## src/rtl/wc_pkg.sv

```systemverilog
package wc_pkg;

  typedef enum logic [2:0] {
    ST_IDLE,
    ST_RD_HI,
    ST_CAP_HI,
    ST_RD_LO,
    ST_CAP_LO,
    ST_WR_LO,
    ST_WR_HI
  } wc_state_e;

  typedef struct packed {
    logic bump;
    logic rdHi;
    logic capHi;
    logic rdLo;
    logic capLo;
    logic wrLo;
    logic wrHi;
  } wc_strobe_t;

endpackage

```

## src/rtl/wc_ctrl.sv

```systemverilog
module wc_ctrl
  import wc_pkg::*;
(
  input  logic       clk,
  input  logic       rstN,
  input  logic       incReq,
  input  logic       loadReq,
  input  logic       carry,
  output wc_strobe_t stb,
  output logic       busy
);

  wc_state_e state, nextState;

  always_ff @(posedge clk) begin
    if (!rstN) state <= ST_IDLE;
    else       state <= nextState;
  end

  always_comb begin
    stb       = '0;
    nextState = state;
    unique case (state)
      ST_IDLE: begin
        if (loadReq) begin
          nextState = ST_RD_HI;
        end else if (incReq) begin
          stb.bump  = 1'b1;
          nextState = ST_WR_LO;
        end
      end
      ST_RD_HI: begin
        stb.rdHi  = 1'b1;
        nextState = ST_CAP_HI;
      end
      ST_CAP_HI: begin
        stb.capHi = 1'b1;
        nextState = ST_RD_LO;
      end
      ST_RD_LO: begin
        stb.rdLo  = 1'b1;
        nextState = ST_CAP_LO;
      end
      ST_CAP_LO: begin
        stb.capLo = 1'b1;
        nextState = ST_IDLE;
      end
      ST_WR_LO: begin
        stb.wrLo  = 1'b1;
        nextState = carry ? ST_WR_HI : ST_IDLE;
      end
      ST_WR_HI: begin
        stb.wrHi  = 1'b1;
        nextState = ST_IDLE;
      end
      default: nextState = ST_IDLE;
    endcase
  end

  assign busy = (state != ST_IDLE);

endmodule

```

## src/rtl/wc_datapath.sv

```systemverilog
module wc_datapath
  import wc_pkg::*;
#(
  parameter int                ADDR_W    = 8,
  parameter int                SEL_BITS  = 4,
  parameter logic [ADDR_W-1:0] HI_ADDR   = '0,
  parameter logic [ADDR_W-1:0] SLOT_BASE = ADDR_W'(16)
) (
  input  logic              clk,
  input  logic              rstN,
  input  wc_strobe_t        stb,
  input  logic [7:0]        memRdata,
  output logic [15:0]       count,
  output logic              carry,
  output logic              memEn,
  output logic              memWe,
  output logic [ADDR_W-1:0] memAddr,
  output logic [7:0]        memWdata
);

  localparam int NUM_SLOTS = 1 << SEL_BITS;
  localparam logic [7:0] LO_MAX = 8'hFF;

  logic [7:0]        hiReg, loReg;
  logic              carryReg;
  logic [ADDR_W-1:0] slotAddr;

  always_ff @(posedge clk) begin
    if (!rstN) begin
      hiReg    <= '0;
      loReg    <= '0;
      carryReg <= 1'b0;
    end else begin
      if (stb.bump) begin
        {hiReg, loReg} <= {hiReg, loReg} + 16'd1;
        carryReg       <= (loReg == LO_MAX);
      end
      if (stb.capHi) hiReg <= memRdata;
      if (stb.capLo) loReg <= memRdata;
    end
  end

  // slot index is the low SEL_BITS of the stored high byte
  generate
    if (NUM_SLOTS >= 256) begin : g_fullSel
      assign slotAddr = SLOT_BASE + ADDR_W'(hiReg);
    end else begin : g_partSel
      assign slotAddr = SLOT_BASE + ADDR_W'(hiReg[SEL_BITS-1:0]);
    end
  endgenerate

  assign memEn    = stb.rdHi | stb.rdLo | stb.wrLo | stb.wrHi;
  assign memWe    = stb.wrLo | stb.wrHi;
  assign memAddr  = (stb.rdHi | stb.wrHi) ? HI_ADDR : slotAddr;
  assign memWdata = stb.wrHi ? hiReg : loReg;
  assign count    = {hiReg, loReg};
  assign carry    = carryReg;

endmodule

```

## src/rtl/wear_counter.sv

```systemverilog
module wear_counter
  import wc_pkg::*;
#(
  parameter int                ADDR_W    = 8,
  parameter int                SEL_BITS  = 4,
  parameter logic [ADDR_W-1:0] HI_ADDR   = '0,
  parameter logic [ADDR_W-1:0] SLOT_BASE = ADDR_W'(16)
) (
  input  logic              clk,
  input  logic              rstN,
  input  logic              incReq,
  input  logic              loadReq,
  output logic [15:0]       count,
  output logic              busy,
  output logic              memEn,
  output logic              memWe,
  output logic [ADDR_W-1:0] memAddr,
  output logic [7:0]        memWdata,
  input  logic [7:0]        memRdata
);

  wc_strobe_t stb;
  logic       carry;

  wc_ctrl u_ctrl (
    .clk     (clk),
    .rstN    (rstN),
    .incReq  (incReq),
    .loadReq (loadReq),
    .carry   (carry),
    .stb     (stb),
    .busy    (busy)
  );

  wc_datapath #(
    .ADDR_W    (ADDR_W),
    .SEL_BITS  (SEL_BITS),
    .HI_ADDR   (HI_ADDR),
    .SLOT_BASE (SLOT_BASE)
  ) u_dp (
    .clk      (clk),
    .rstN     (rstN),
    .stb      (stb),
    .memRdata (memRdata),
    .count    (count),
    .carry    (carry),
    .memEn    (memEn),
    .memWe    (memWe),
    .memAddr  (memAddr),
    .memWdata (memWdata)
  );

endmodule

```

## config.mk

```make
export PLATFORM = sky130hd
export DESIGN_NAME = wear_counter
export DESIGN_NICKNAME = d
export VERILOG_FILES = /design/src/rtl/wc_pkg.sv /design/src/rtl/wc_ctrl.sv /design/src/rtl/wc_datapath.sv /design/src/rtl/wear_counter.sv
export SDC_FILE = /design/constraint.sdc
export NUM_CORES = 1
export LEC_CHECK = 0
export BUFFER_PORTS_ARGS = -buffer_cell sky130_fd_sc_hd__buf_2
export CAP_MARGIN = 20
export CORE_MARGIN = 4
export CORE_UTILIZATION = 44
export DETAILED_ROUTE_END_ITERATION = 8
export PLACE_DENSITY = 0.8
export SETUP_SLACK_MARGIN = 0.02
export SYNTH_ARGS = -nofsm -noshare
export SYNTH_HDL_FRONTEND = slang
export SYNTH_HIERARCHICAL = 1
export SYNTH_SLANG_ARGS = --single-unit
```

## constraint.sdc

```tcl
create_clock -name clk -period 2.35 [get_ports clk]
set_input_delay 0.235 -clock clk [delete_from_list [all_inputs] [get_ports clk]]
set_output_delay 0.235 -clock clk [all_outputs]
set_load 0.01 [all_outputs]
```

Yosys cells after proc, flatten, opt, wreduce, memory -nomap -nowiden
Cells that the tools add are included.
- add/subtract/negate cells: 2
- equal/unequal tests: 8
- multiplexer cells: 19
- bitwise operators: 5
- reductions and logical operators: 4
- operators by type and width (kind ; count):
    8-bit 2-to-1 mux ; 6
    16-bit by 1-bit adder with 16-bit output (second input constant) ; 1
    3-bit one-hot mux with 5 select lines ; 1
    3-bit equality test (second input constant) ; 3
    1-bit 2-to-1 mux ; 9
    3-bit 2-to-1 mux ; 3
    8-bit equality test (second input constant) ; 1
    5-bit by 4-bit adder with 6-bit output (first input constant) ; 1
    3-bit by 2-bit equality test with 1-bit output (second input constant) ; 2
    1-bit bitwise OR ; 5
    2-bit nonzero test ; 2
    3-bit by 1-bit equality test with 1-bit output (second input constant) ; 1
    3-bit logical NOT ; 1
    3-bit inequality test (second input constant) ; 1
    3-bit nonzero test ; 1
- register bits after elaboration: 20
- input bits: 12
- output and inout bits: 35
- word-level logic and storage cells: 42

Depth between registers and ports, before layout
Gate-level depths: netlist of run 1.
- depth in word-level cells: 5
- gate-level depth with buffers: 9
- depth with buffers taken out: 6

Cells and area by module
Netlist of run 1, hierarchy kept.
- by module, submodules not included (module ; instances ; cells each ; area each (um^2) ; seq. area each (um^2)):
    wc_datapath ; 1 ; 127 ; 1042.2 ; 340.3
    wc_ctrl ; 1 ; 23 ; 202.7 ; 60.1

Least setup slack after synthesis of run 1
OpenSTA, ideal clock, no wires.
- path type: register to register
- start: register u_ctrl.state[1]
- end: register u_dp.hiReg[7]
- setup time: 0.074 ns
- data arrival time: 2.119 ns
- setup slack: 0.157 ns
- stages on the path, launching flop included: 10
- buffers on the path: 3
- period minus slack after synthesis: 2.193 ns
- path through: dfxtp_1 > buf_6 > or3_4 > nor3b_2 > buf_4 > and4_1 > buf_4 > nand4_1 > or4_1 > a31oi_1
- RTL lines (item ; RTL line ; source):
    start: declaration ; wc_ctrl.sv:13 ; wc_state_e state, nextState;
    start signal: assignment ; wc_ctrl.sv:17 ; else state <= nextState;
    end signal: assignment ; wc_datapath.sv:35 ; {hiReg, loReg} <= {hiReg, loReg} + 16'd1;
    end signal: assignment ; wc_datapath.sv:38 ; if (stb.capHi) hiReg <= memRdata;
    end: declaration ; wc_datapath.sv:24 ; logic [7:0] hiReg, loReg;

==> results of run 1 <==
[metal layers]
metal | track usage (%) | part of all wire [%] | up-vias
met5 | 0 | 0 | -
met4 | 9.29 | 2.0 | 0
met3 | 5.45 | 8.0 | 5
li1 | - | - | 612
met1 | 25.3 | 47 | 551
met2 | 24.6 | 43 | 41
[through the flow]
stage                     instance area [sq um]  utilization (%)  std cells  hold WS (ns)  total power [mW]
final                                      1510             55.4        223         0.156             0.891
after global routing                       1510             55.4        223         0.155             0.940
after CTS                                  1510             55.4        223         0.144             0.901
after detailed placement                   1460             53.5        219         0.492             0.610
after global placement                     1460             53.5        219         0.487             0.608
after floorplan                            1250                -        152         0.353             0.537
[registers in the layout, summed over array words and instances, names as in the netlist]
register	count
u_ctrl/state	3
u_dp/hiReg	8
u_dp/loReg	8
u_dp/carry	1
[cell usage in the layout, fill, tap and decap left out, drive strengths merged, types with 4 or more instances in the layout]
cell type   n
and3        4
dfxtp      20
and2        9
nor3        7
nand2      12
nand4       6
xnor2       7
o21ai      15
a21oi       9
buf        48
xor2        6
nand3       4
nor2        6
mux2        8
[power by group]
group | internal, mW | switching [mW]
sequential | 0.366 | 0.0389
combinational | 0.0928 | 0.104
clock | 0.173 | 0.117
[logic make-up after synthesis]
group / Yosys count
buf+inv: 15
flops: 20
other cells: 1
mux: 9
simple gates: 60
xor+xnor: 13
fa+ha+maj: 1
compound gates: 31
[final timing paths]
| path | depth (start not counted) | endpoint | slack (ns) | from |
|---|---|---|---|---|
| worst max-delay path | 3 | memWdata[2] | 0.30 | u_ctrl/state[2] |
| worst min-delay path | 2 | u_ctrl/state[0] | 0.16 | incReq |
| worst max register to register | 6 | u_dp/hiReg[6] | 0.32 | u_ctrl/state[2] |
| worst min register to register | 2 | u_dp/hiReg[7] | 0.53 | u_dp/hiReg[7] |
[worst register-to-register path, stage by stage (launching register included)]
cell and delay [ns]:
dfxtp_1 0.40, or3_4 0.39, nor3b_2 0.25, nand4_1 0.22, nor4_1 0.39, xnor2_1 0.17, a21oi_1 0.08
[area by class of cell]
class | instances | area [sq um] | share of cell area [%]
timing repair buffer | 48 | 253 | 16.7
clock buffer | 3 | 22.5 | 1.49
multi-input combinational | 117 | 758 | 50.1
clock inverter | 1 | 30.0 | 1.98
tap | 31 | 38.8 | 2.56
sequential | 20 | 400 | 26.4
inverter | 3 | 11.3 | 0.744
==> results by group, run 1 <==
Status
  – Status: complete, no violations

Final layout
  – Fill cells: 260
  – P&R area growth vs syn: 21.6%
  – # diodes: 0
  – NumNets Final: 206
  – Proportion of layout cells with a drive suffix above 1: 34.4%

Setup path
  – CP startpoint kind: flop
  – Critical Path RT: 2.12 ns
  – Crit path kind: reg2out
  – Buf/Inv on CP: 1
  – Cell family with most CP delay: simple AND/OR/NAND/NOR gates
  – WP data arrival: 1.82 ns
  – Largest stage delay, worst path: 0.49 ns
  – Critical path fanouts, max: 10
  – CP max-delay cell: and3_1
  – Worst path cell trace: and3_1 -> mux2_2 -> buf_2
  – Setup crit end kind: primary output

Synth
  – Avg Inst Size Synth: 8.30 sq um
  – Unique masters post-synth: 35
  – Seq cells post-synth: 20
  – Post-synthesis simple-gate area fraction: 27.4%
  – Largest family of logic cells by synthesized area: simple AND/OR/NAND/NOR gates
  – Syn Inst Count: 150
  – YS warnings: 6
  – Synth Area in Adders: 1.01%
  – Area share of the largest cell type after synthesis: 32.2%
  – Top post-synthesis cells by area: dfxtp_1, mux2_2, o21ai_0
  – Synth Area in Compound Gates: 14.4%
  – Commonest cells post-synth: dfxtp_1, o21ai_0, nand2_1
  – Most common cell in the netlist: dfxtp_1
  – Post-synthesis mux area share: 8.04%
  – Post-synth ARST share: 0%
  – Synth area leader: dfxtp_1
  – Main flop type after synthesis: dfxtp_1
  – Post-synthesis sequential area ratio: 32.2%
  – Post-synthesis cell area: 0.00124 sq mm
  – EDFF count, synth: 0
  – Synth Area in XOR/XNOR: 9.15%

Floorplan
  – Die H: 61.2 um
  – Die ar.: 0.00374 sq mm
  – Chip width: 61.2 um
  – Core Region: 0.00273 sq mm
  – Initial core utilization: 45.5%
  – # IOs: 47
  – Row cnt: 19

Detailed routing
  – DR vias/cell: 5.42
  – Post-route ant nets: 0
  – DRC: 0
  – Final WL: 3060 um
  – DRT iter0 DRCs: 83
  – DRT Pass-1 Iters: 4
  – Vias: 1209
  – DR WL/cell: 13.7 um

STA
  – Fin. max-slew vios: 0
  – Final hold violation count: 0
  – Final worst setup slack: 0.300 ns
  – RSZ-0062 raised after global routing: false
  – Max Fclk: 0.488 GHz
  – Tmin final: 2.05 ns
  – Setup violators final: 0
  – Clk_skew: 0.000817 ns
  – Final period util: 87.3%
  – Total negative slack: 0 ns

CTS
  – CTS tree: done
  – CTS clk-pin slew, worst paths: 0.12 ns
  – Clock buffer count from CTS: 3
  – Max H-tree Level: 1
  – Post-CTS setup buffer count: 0
  – Max Buffers Root-to-Sink: 2
  – Clock Root Buffer: clkbuf_4
  – Clock Sinks: 20
  – Worst skew pair latency: 0.32 ns
  – CTS Hold Bufs: 0
  – PostCTS Resize Cnt: 0

Run
  – Max-Cap Viols: 0

Pwr
  – Max VDD drop: 0.491 mV
  – Pwr Density: 589 mW/mm^2
  – LEAKAGE: 0.691 nW

Placed design
  – DP Wirelength: 2320 um
  – PortBufs: 43
  – Final estimated routing congestion in global placement: 0.839
  – Pre-CTS setup slack: 0.349 ns

Global routing
  – Grt ovf: 0
  – Vias in the first global route: 1032
  – First-pass GRT wire length: 4860 um
  – GRT Util Overall: 18.0%
  – Initial antenna violation count: 0
  – Largest net degree at the start of global routing: 21

Worst hold path
  – Hold WC Path Type: in2reg
Power figures use the tool's default switching activity.
==> inputs of run 2 (changes only) <==
--- a/config.mk
+++ b/config.mk
@@ -7,10 +7,12 @@
 export LEC_CHECK = 0
 export BUFFER_PORTS_ARGS = -buffer_cell sky130_fd_sc_hd__buf_2
 export CAP_MARGIN = 20
+export CELL_PAD_IN_SITES_DETAIL_PLACEMENT = 1
+export CELL_PAD_IN_SITES_GLOBAL_PLACEMENT = 1
 export CORE_MARGIN = 4
-export CORE_UTILIZATION = 44
+export CORE_UTILIZATION = 34
 export DETAILED_ROUTE_END_ITERATION = 8
-export PLACE_DENSITY = 0.8
+export PLACE_DENSITY = 0.85
 export SETUP_SLACK_MARGIN = 0.02
 export SYNTH_ARGS = -nofsm -noshare
 export SYNTH_HDL_FRONTEND = slang
==> results by group, run 2 (same netlist as run 1, synthesis figures left out) <==
STA
  – Final period util: 92.4% (was 87.3%)
  – Worst hold slack: 0.225 ns (was 0.156 ns)
  – Fin. max-slew vios: 0 (unchanged)
  – Worst slew margin: 66.4%
  – Clk_skew: 0.00277 ns (was 0.000817 ns)
  – Final hold violation count: 0 (unchanged)
  – Total negative slack: 0 ns (unchanged)
  – Tmin final: 2.17 ns (was 2.05 ns)
  – Setup violators final: 0 (unchanged)
  – RSZ-0062 raised after global routing: false (unchanged)
  – Max Fclk: 0.461 GHz (was 0.488 GHz)
  – Slew @ Worst Pin: 0.504 ns

Global routing
  – Vias in the first global route: 1212 (was 1032)
  – First-pass GRT wire length: 6190 um (was 4860 um)
  – Initial antenna violation count: 0 (unchanged)
  – GRT Util Overall: 17.7% (was 18.0%)
  – Largest net degree at the start of global routing: 21 (unchanged)
  – Grt ovf: 0 (unchanged)

CTS
  – CTS Hold Bufs: 0 (unchanged)
  – Clock Root Buffer: clkbuf_8 (was clkbuf_4)
  – CTS clk-pin slew, worst paths: 0.07 ns (was 0.12 ns)
  – Clock buffer count from CTS: 3 (unchanged)
  – Worst skew pair latency: 0.26 ns (was 0.32 ns)
  – CTS tree: done (unchanged)
  – Clock Sinks: 20 (unchanged)
  – Max Buffers Root-to-Sink: 2 (unchanged)
  – Max H-tree Level: 1 (unchanged)

Final layout
  – Fill cells: 445 (was 260)
  – Sequential cell area: 400 sq um (unchanged)
  – Top Registers: u_dp/hiReg x8, u_dp/loReg x8, u_ctrl/state x3 (unchanged)
  – Most frequent cells in the layout: buf_2, dfxtp_1, o21ai_0, nand2_1 (unchanged)
  – P&R area growth vs syn: 23.2% (was 21.6%)
  – Layout Cells excl Fill: 237 (was 223)
  – NumNets Final: 206 (unchanged)
  – # diodes: 0 (unchanged)
  – Post-route cell area: 0.00153 sq mm (was 0.00151 sq mm)
  – Commonest non-fill, non-tap cell in the layout: buf_2 (unchanged)
  – Multi-input gate area: 771 sq um (was 758 sq um)
  – Proportion of layout cells with a drive suffix above 1: 34.6% (was 34.4%)

Setup path
  – Critical Path RT: 2.54 ns (was 2.12 ns)
  – Critical path fanouts, max: 9 (was 10)
  – CP startpoint kind: flop (unchanged)
  – Crit path kind: reg2reg (was reg2out)
  – WP data arrival: 2.36 ns (was 1.82 ns)
  – Setup crit end kind: flop (was primary output)

Placed design
  – Area post-placement: 0.00148 sq mm (was 0.00146 sq mm)
  – PortBufs: 43 (unchanged)
  – Placed cells: 234 (was 219)
  – DP Wirelength: 2900 um (was 2320 um)
  – Final estimated routing congestion in global placement: 0.792 (was 0.839)

Detailed routing
  – Vias: 1252 (was 1209)
  – Final WL: 3850 um (was 3060 um)
  – DR WL/cell: 16.3 um (was 13.7 um)
  – DRT iter0 DRCs: 51 (was 83)
  – DR vias/cell: 5.28 (was 5.42)
  – DRT Pass-1 Iters: 4 (unchanged)
  – DRC: 0 (unchanged)
  – Post-route ant nets: 0 (unchanged)

Pwr
  – Max VDD drop: 0.283 mV (was 0.491 mV)
  – LEAKAGE: 0.687 nW (was 0.691 nW)
  – Overall Power: 842 uW (was 891 uW)
  – Pwr Density: 549 mW/mm^2 (was 589 mW/mm^2)

Floorplan
  – Core Region: 0.00344 sq mm (was 0.00273 sq mm)
  – Initial core utilization: 36.2% (was 45.5%)
  – # IOs: 47 (unchanged)
  – Row cnt: 21 (was 19)
  – Die H: 68.5 um (was 61.2 um)
  – Die ar.: 0.00469 sq mm (was 0.00374 sq mm)
  – Chip width: 68.5 um (was 61.2 um)

Run
  – Max-Cap Viols: 0 (unchanged)

Worst hold path
  – Hold WC Path Type: in2reg (unchanged)

Status
  – Status: complete, no violations (unchanged)
==> run 2: final cells by class <==
type / instances / share of cell area [%]
Inverter: 3 / 0.734
Tap cell: 46 / 3.75
Sequential cell: 20 / 26.1
Clock buffer: 3 / 2.69
Multi-Input combinational cell: 117 / 50.2
Timing Repair Buffer: 48 / 16.5
==> run 2: what timing repair did <==
item	in CTS	in global routing
endpoints found under the setup margin	0	3
gates resized for setup	0	2
setup buffers	0	0
==> run 2: final timing paths <==
path | slack, ns | startpoint | to | depth (start not counted)
worst min-delay path | 0.23 | memRdata[2] | u_dp/loReg[2] | 2
worst max-delay path | 0.18 | u_ctrl/state[2] | u_dp/hiReg[7] | 6
worst max register to register | 0.18 | u_ctrl/state[2] | u_dp/hiReg[7] | 6
worst min register to register | 0.55 | u_dp/hiReg[7] | u_dp/hiReg[7] | 2
==> run 2: worst max-delay path, cell delays in order, from the launching register on <==
cell,delay (ns)
dfxtp_1,0.38
or3_4,0.41
nor3b_4,0.30
and4_1,0.27
nand4_1,0.11
or4_1,0.43
a31oi_1,0.19
==> run 2: layer usage <==
layer / track usage [%] / vias up / part of all wire (%)
met5: 0 / - / 0
met4: 5.96 / 0 / 1.0
met3: 3.57 / 4 / 4.9
met2: 27.8 / 29 / 50
met1: 24.0 / 609 / 44
li1: - / 610 / -
==> run 2: where the power goes <==
group	internal [mW]	switching (mW)
clock	0.114	0.114
combinational	0.0940	0.110
sequential	0.366	0.0430
==> run 2: per-stage QoR <==
step / worst slack [ns] / util (%)
final: 0.179 / 44.6
after global placement: 0.256 / 43.0
after global routing: 0.0285 / 44.6
after detailed placement: 0.112 / 43.0
after floorplan: 0.157 / -
after CTS: 0.0902 / 44.2
